## src/rtl/tsel_pkg.sv

```systemverilog
package tsel_pkg;
  typedef enum logic [2:0] {
    SEL_SREG = 3'b000,
    SEL_HI   = 3'b001,
    SEL_REF  = 3'b010,
    SEL_MCNT = 3'b011,
    SEL_FOUT = 3'b100,
    SEL_LO   = 3'b101,
    SEL_BYP  = 3'b110,
    SEL_DIV4 = 3'b111
  } sel_e;
endpackage

```

## src/rtl/tsel_m_div.sv

```systemverilog
module tsel_m_div #(
  parameter int MW = 9
) (
  input  logic          clk_i,
  input  logic          rst_ni,
  input  logic          step_i,
  input  logic [MW-1:0] m_val_i,
  output logic          pulse_o
);
  logic [MW-1:0] cnt_q;
  logic [MW-1:0] last;

  // 0 and 1 both mean divide-by-1
  assign last = (m_val_i == '0) ? '0 : m_val_i - MW'(1);

  always_ff @(posedge clk_i or negedge rst_ni) begin
    if (!rst_ni) begin
      cnt_q   <= '0;
      pulse_o <= 1'b0;
    end else if (step_i) begin
      if (cnt_q >= last) begin
        cnt_q   <= '0;
        pulse_o <= 1'b1;
      end else begin
        cnt_q   <= cnt_q + MW'(1);
        pulse_o <= 1'b0;
      end
    end
  end
endmodule

```

## src/rtl/tsel_n_div.sv

```systemverilog
module tsel_n_div #(
  parameter int NW = 2
) (
  input  logic          clk_i,
  input  logic          rst_ni,
  input  logic          step_i,
  input  logic [NW-1:0] n_code_i,
  output logic          clk_o
);
  localparam int CW = (1 << NW) + 1;
  logic [CW-1:0] cnt_q;
  logic [CW-1:0] half;

  assign half = CW'(1) << n_code_i;

  always_ff @(posedge clk_i or negedge rst_ni) begin
    if (!rst_ni) begin
      cnt_q <= '0;
      clk_o <= 1'b0;
    end else if (step_i) begin
      if (cnt_q + CW'(1) >= half) begin
        cnt_q <= '0;
        clk_o <= ~clk_o;
      end else begin
        cnt_q <= cnt_q + CW'(1);
      end
    end
  end
endmodule

```

## src/rtl/tsel_tog_chain.sv

```systemverilog
module tsel_tog_chain #(
  parameter int STAGES = 2
) (
  input  logic clk_i,
  input  logic rst_ni,
  input  logic in_i,
  output logic out_o
);
  logic [STAGES:0] lvl;
  assign lvl[0] = in_i;

  for (genvar g = 0; g < STAGES; g++) begin : g_stage
    logic prev_q, tog_q;
    always_ff @(posedge clk_i or negedge rst_ni) begin
      if (!rst_ni) begin
        prev_q <= 1'b0;
        tog_q  <= 1'b0;
      end else begin
        prev_q <= lvl[g];
        if (lvl[g] && !prev_q) tog_q <= ~tog_q;
      end
    end
    assign lvl[g+1] = tog_q;
  end

  assign out_o = lvl[STAGES];
endmodule

```

## src/rtl/tsel_top.sv

```systemverilog
module tsel_top
  import tsel_pkg::*;
#(
  parameter int MW = 9,
  parameter int NW = 2
) (
  input  logic          clk_i,
  input  logic          rst_ni,
  input  logic [2:0]    sel_i,
  input  logic          ref_clk_i,
  input  logic          vco_clk_i,
  input  logic          ser_clk_i,
  input  logic          sreg_out_i,
  input  logic [MW-1:0] m_val_i,
  input  logic [NW-1:0] n_code_i,
  output logic          test_o,
  output logic          fout_o
);
  logic src_lvl, src_prev_q, src_rise;
  logic m_pulse, n_clk, div4;

  assign src_lvl  = (sel_i == SEL_BYP) ? ser_clk_i : vco_clk_i;
  assign src_rise = src_lvl & ~src_prev_q;

  always_ff @(posedge clk_i or negedge rst_ni) begin
    if (!rst_ni) src_prev_q <= 1'b0;
    else         src_prev_q <= src_lvl;
  end

  tsel_m_div #(.MW(MW)) u_m_div (
    .clk_i(clk_i), .rst_ni(rst_ni), .step_i(src_rise),
    .m_val_i(m_val_i), .pulse_o(m_pulse)
  );

  tsel_n_div #(.NW(NW)) u_n_div (
    .clk_i(clk_i), .rst_ni(rst_ni), .step_i(src_rise),
    .n_code_i(n_code_i), .clk_o(n_clk)
  );

  tsel_tog_chain #(.STAGES(2)) u_div4 (
    .clk_i(clk_i), .rst_ni(rst_ni), .in_i(n_clk), .out_o(div4)
  );

  assign fout_o = n_clk;

  always_comb begin
    unique case (sel_e'(sel_i))
      SEL_SREG: test_o = sreg_out_i;
      SEL_HI:   test_o = 1'b1;
      SEL_REF:  test_o = ref_clk_i;
      SEL_MCNT: test_o = m_pulse;
      SEL_FOUT: test_o = n_clk;
      SEL_LO:   test_o = 1'b0;
      SEL_BYP:  test_o = m_pulse;
      SEL_DIV4: test_o = div4;
      default:  test_o = 1'b0;
    endcase
  end
endmodule

```

## config.mk

```make
export PLATFORM = sky130hd
export DESIGN_NAME = tsel_top
export DESIGN_NICKNAME = d
export VERILOG_FILES = /design/src/rtl/tsel_pkg.sv /design/src/rtl/tsel_m_div.sv /design/src/rtl/tsel_n_div.sv /design/src/rtl/tsel_tog_chain.sv /design/src/rtl/tsel_top.sv
export SDC_FILE = /design/constraint.sdc
export NUM_CORES = 1
export LEC_CHECK = 0
export BUFFER_PORTS_ARGS = -buffer_cell sky130_fd_sc_hd__clkbuf_2
export CORE_ASPECT_RATIO = 1.4
export CORE_UTILIZATION = 57
export DETAILED_ROUTE_END_ITERATION = 12
export GPL_ROUTABILITY_DRIVEN = 0
export PLACE_DENSITY = 0.84
export RECOVER_POWER = 25
export SLEW_MARGIN = 30
export SYNTH_ARGS = -nofsm -noshare
export SYNTH_HDL_FRONTEND = slang
export SYNTH_SLANG_ARGS = --single-unit
```

## constraint.sdc

```tcl
create_clock -name clk_i -period 2.1 [get_ports clk_i]
set_input_delay 0.63 -clock clk_i [delete_from_list [all_inputs] [get_ports clk_i]]
set_output_delay 0.63 -clock clk_i [all_outputs]
set_load 0.02 [all_outputs]
```

==> flow_metrics.py <==
metrics = {
    "logic_synthesis": {
        "synth_nets": 195,
        "ys_seq_area_share_pct": 34.26,
        "ys_warn_count": 0,
        "avgSynthCellArea_sq_um": 9.648,
        "synthArstFlopShare_pct": 100.0,
        "syn-cell-area_sq_mm": 0.001534,
        "ys_ff_latch": 21,
        "synth_edf_count": 0,
        "yosysUniqueCellTypes": 36,
        "ys.flop_type": "dfrtp_1",
        "syn_inst": 159,
    },
    "routing": {
        "drtIter0Drc": 62,
        "vias": 1412,
        "drc": 0,
        "antenna_left": 0,
        "routedWlPerCell_microns": 15.56,
        "first_pass_iters": 4,
        "finalWirelength_microns": 3703,
        "viasPerCell": 5.933,
    },
    "global_route": {
        "grt_usage_pct": 28.74,
        "grt_pass1_wl_microns": 6134,
        "grt-ovfl-total": 0,
        "grt_max_degree": 22,
        "grt_pass1_vias": 1507,
        "antenna_found_initial": 0,
    },
    "clocking": {
        "cts.sinks": 21,
        "cts_root_buf": "clkbuf_4",
        "clock_latency_ns": 0.32,
        "htreeDepth": 1,
        "cts_buffer_depth": 2,
        "cts-buffers-inserted": 3,
        "clk_pin_slew_ns": 0.13,
        "cts_tree": "yes",
    },
    "floorplanning": {
        "core_area_sq_mm": 0.002470,
        "io_pins": 22,
        "die_h_microns": 63.38,
        "num_rows": 21,
        "die_w_microns": 45.85,
        "start_util_pct": 62.11,
        "die_area_sq_mm": 0.002906,
    },
    "setup_path": {
        "path_delay_family": "simple AND/OR/NAND/NOR gates",
        "crit_slowest_cell": "or3_4",
        "startpoint": "m_val_i[1]",
        "crit_chain": "clkbuf_16 -> inv_12 -> ha_4 -> nand4bb_1 -> or3_4 -> or2_4 -> and2_4 -> ha_4 -> nand2b_4 -> a21o_1 -> a211oi_4 -> buf_6 -> nand3_1 -> o311ai_4",
        "cpPeakStageDelay_ns": 0.36,
        "r2r-end": "u_m_div.cnt_q[6]",
        "reg2reg_depth": 8,
        "path_depth": 14,
        "rr_startpoint": "u_m_div.cnt_q[0]",
        "worst-path-buf-inv": 3,
        "endpoint": "u_m_div.cnt_q[6]",
        "crit_type": "input pin to flip-flop",
        "crit_fanout": 6,
        "cp.required_ns": 2.33,
        "worst_ep_arrival_time_ns": 3.12,
        "cpMostUsedCell": "ha_4",
        "start_kind": "input pin",
        "reg2reg_slack_ns": 0.11,
        "crit_path_end_kind": "flip-flop",
    },
    "final_layout": {
        "area_growth_pct": 31.00,
        "final_common_cell": "dfrtp_1",
        "antenna_cells": 0,
        "fin_util_pct": 81.36,
        "seq_area_sq_um": 525.5,
        "final_cell_mix": "dfrtp_1 (21), buf_4 (20), nand2_1 (19)",
        "fill_cells": 180,
        "multi_input_area_sq_mm": 0.001044,
        "drive_gt1_share_pct": 35.78,
        "instances_no_fill": 238,
        "nets": 241,
        "design_area_sq_mm": 0.002009,
    },
    "min_path": {
        "min-delay-path-class": "flip-flop to flip-flop",
    },
    "sta": {
        "hold_viol_final": 0,
        "tightest_slew_ns": 1.122,
        "setup_violations": 11,
        "drv_slew": 0,
        "holdWs_ns": 0.4517,
        "rsz0062_at_grt": "true",
        "skew_ns": 0.007461,
        "max_freq_ghz": 0.3449,
        "slew_headroom_pct": 25.21,
        "worst_slack_ns": -0.7995,
        "period_share_pct": 138.1,
        "fin_crit_ns": 2.900,
    },
    "run": {
        "max_cap_viol_count": 0,
    },
    "place": {
        "placed_cells": 228,
        "buffer_ports.inserted": 21,
        "hpwl_microns": 2632,
        "place_area_sq_mm": 0.001838,
    },
    "run_status": {
        "violations": "negative setup slack",
        "outcome": "complete, but fails checks",
    },
    "power_and_ir_drop": {
        "ir_drop_uv": 596.8,
        "leakage_nw": 0.9593,
        "powerDensity_mw_per_mm2": 993.9,
    },
}
-- worst reg2reg max path, cell delays in order, from the launching register on --
cell,delay (ns)
dfrtp_1,0.47
inv_1,0.11
ha_4,0.24
nand2b_4,0.13
a21o_1,0.20
a211oi_4,0.34
buf_6,0.18
nand3_1,0.14
o311ai_4,0.10
-- per-layer routing --
metal  share of wire (%)  track usage, %  vias up  routed length (microns)
li1                    -               -      657                        -
met2                  57           51.41       64                     2109
met3                 3.5           5.731       15                      130
met5                   0               0        -                        0
met1                  36           28.49      676                     1330
met4                 3.6           16.18        0                      132
-- layout make-up --
cell class / instances / share of cell area [%]
multi-input combinational: 129 / 51.93
sequential: 21 / 26.15
timing repair buffer: 43 / 16.00
inverter: 7 / 2.304
tap: 34 / 2.117
clock buffer: 3 / 1.121
clock inverter: 1 / 0.3736
-- report_power, final --
part,switching (mW),internal [mW],leakage (nW)
Sequential,0.194,0.563,0.257
Combinational,0.505,0.527,0.689
Clock,0.135,0.0727,0.0139
Total,0.834,1.16,0.959
-- metrics by stage --
step           setup slack, ns  setup TNS, ns  power (mW)
2_1_floorplan           -1.022         -9.420       1.367
4_1_cts                -0.6994         -6.672       1.915
3_3_place_gp            -1.144         -11.05       1.567
6_report               -0.7995         -7.369       1.997
5_1_grt                -0.9045         -8.507       2.152
3_5_place_dp            -1.236         -11.94       1.672
-- how the worst min path moves through the flow --
stage                       startpoint                       end  slack [ns]  cells after the start
2_1_floorplan                   rst_ni                src_prev_q        0.33                      0
3_3_place_gp   u_div4.g_stage[0].tog_q  u_div4.g_stage[1].prev_q        0.41                      0
3_5_place_dp   u_div4.g_stage[0].tog_q  u_div4.g_stage[1].prev_q        0.42                      0
4_1_cts                         rst_ni  u_div4.g_stage[1].prev_q        0.27                      1
5_1_grt        u_div4.g_stage[0].tog_q  u_div4.g_stage[1].prev_q        0.48                      0
6_report       u_div4.g_stage[0].tog_q  u_div4.g_stage[1].prev_q        0.45                      0
-- registers in the layout (all words and copies together) (netlist names) --
name,count
u_div4.g_stage.tog_q,1
u_m_div.cnt_q,9
u_div4.g_stage.prev_q,2
u_m_div.pulse_o,1
src_prev_q,1
u_div4.out_o,1
u_n_div.clk_o,1
u_n_div.cnt_q,5
-- kinds of logic after synthesis --
kind of cell	Yosys count	synth area share (%)
compound gates	29	15.82
xor+xnor	11	6.280
fa+ha+maj	16	13.05
buf+inv	9	2.773
flops	21	34.26
mux	6	4.975
simple gates	67	22.84
-- repair_timing --
action | in CTS | in global routing
gates resized for setup | 11 | 16
hold buffers | 0 | 0
hold endpoints to repair | 0 | 0
pin swaps | 12 | 7
setup buffers | 5 | 1
endpoints found under the setup margin | 11 | 14
-- cells in the mapped netlist (all sizes together) (4+ instances only) --
cell type / number / area share [%]
ha: 16 / 13
a21oi: 8 / 2.6
nand2: 20 / 5.4
xor2: 5 / 2.9
o21ai: 4 / 1.3
dfrtp: 21 / 34
nor2: 13 / 3.3
a22o: 6 / 3.4
inv: 7 / 1.7
nand2b: 7 / 2.9
o311ai: 4 / 4.2
xnor2: 6 / 3.4
nand3: 12 / 3.9
Power figures use the tool's default switching activity.
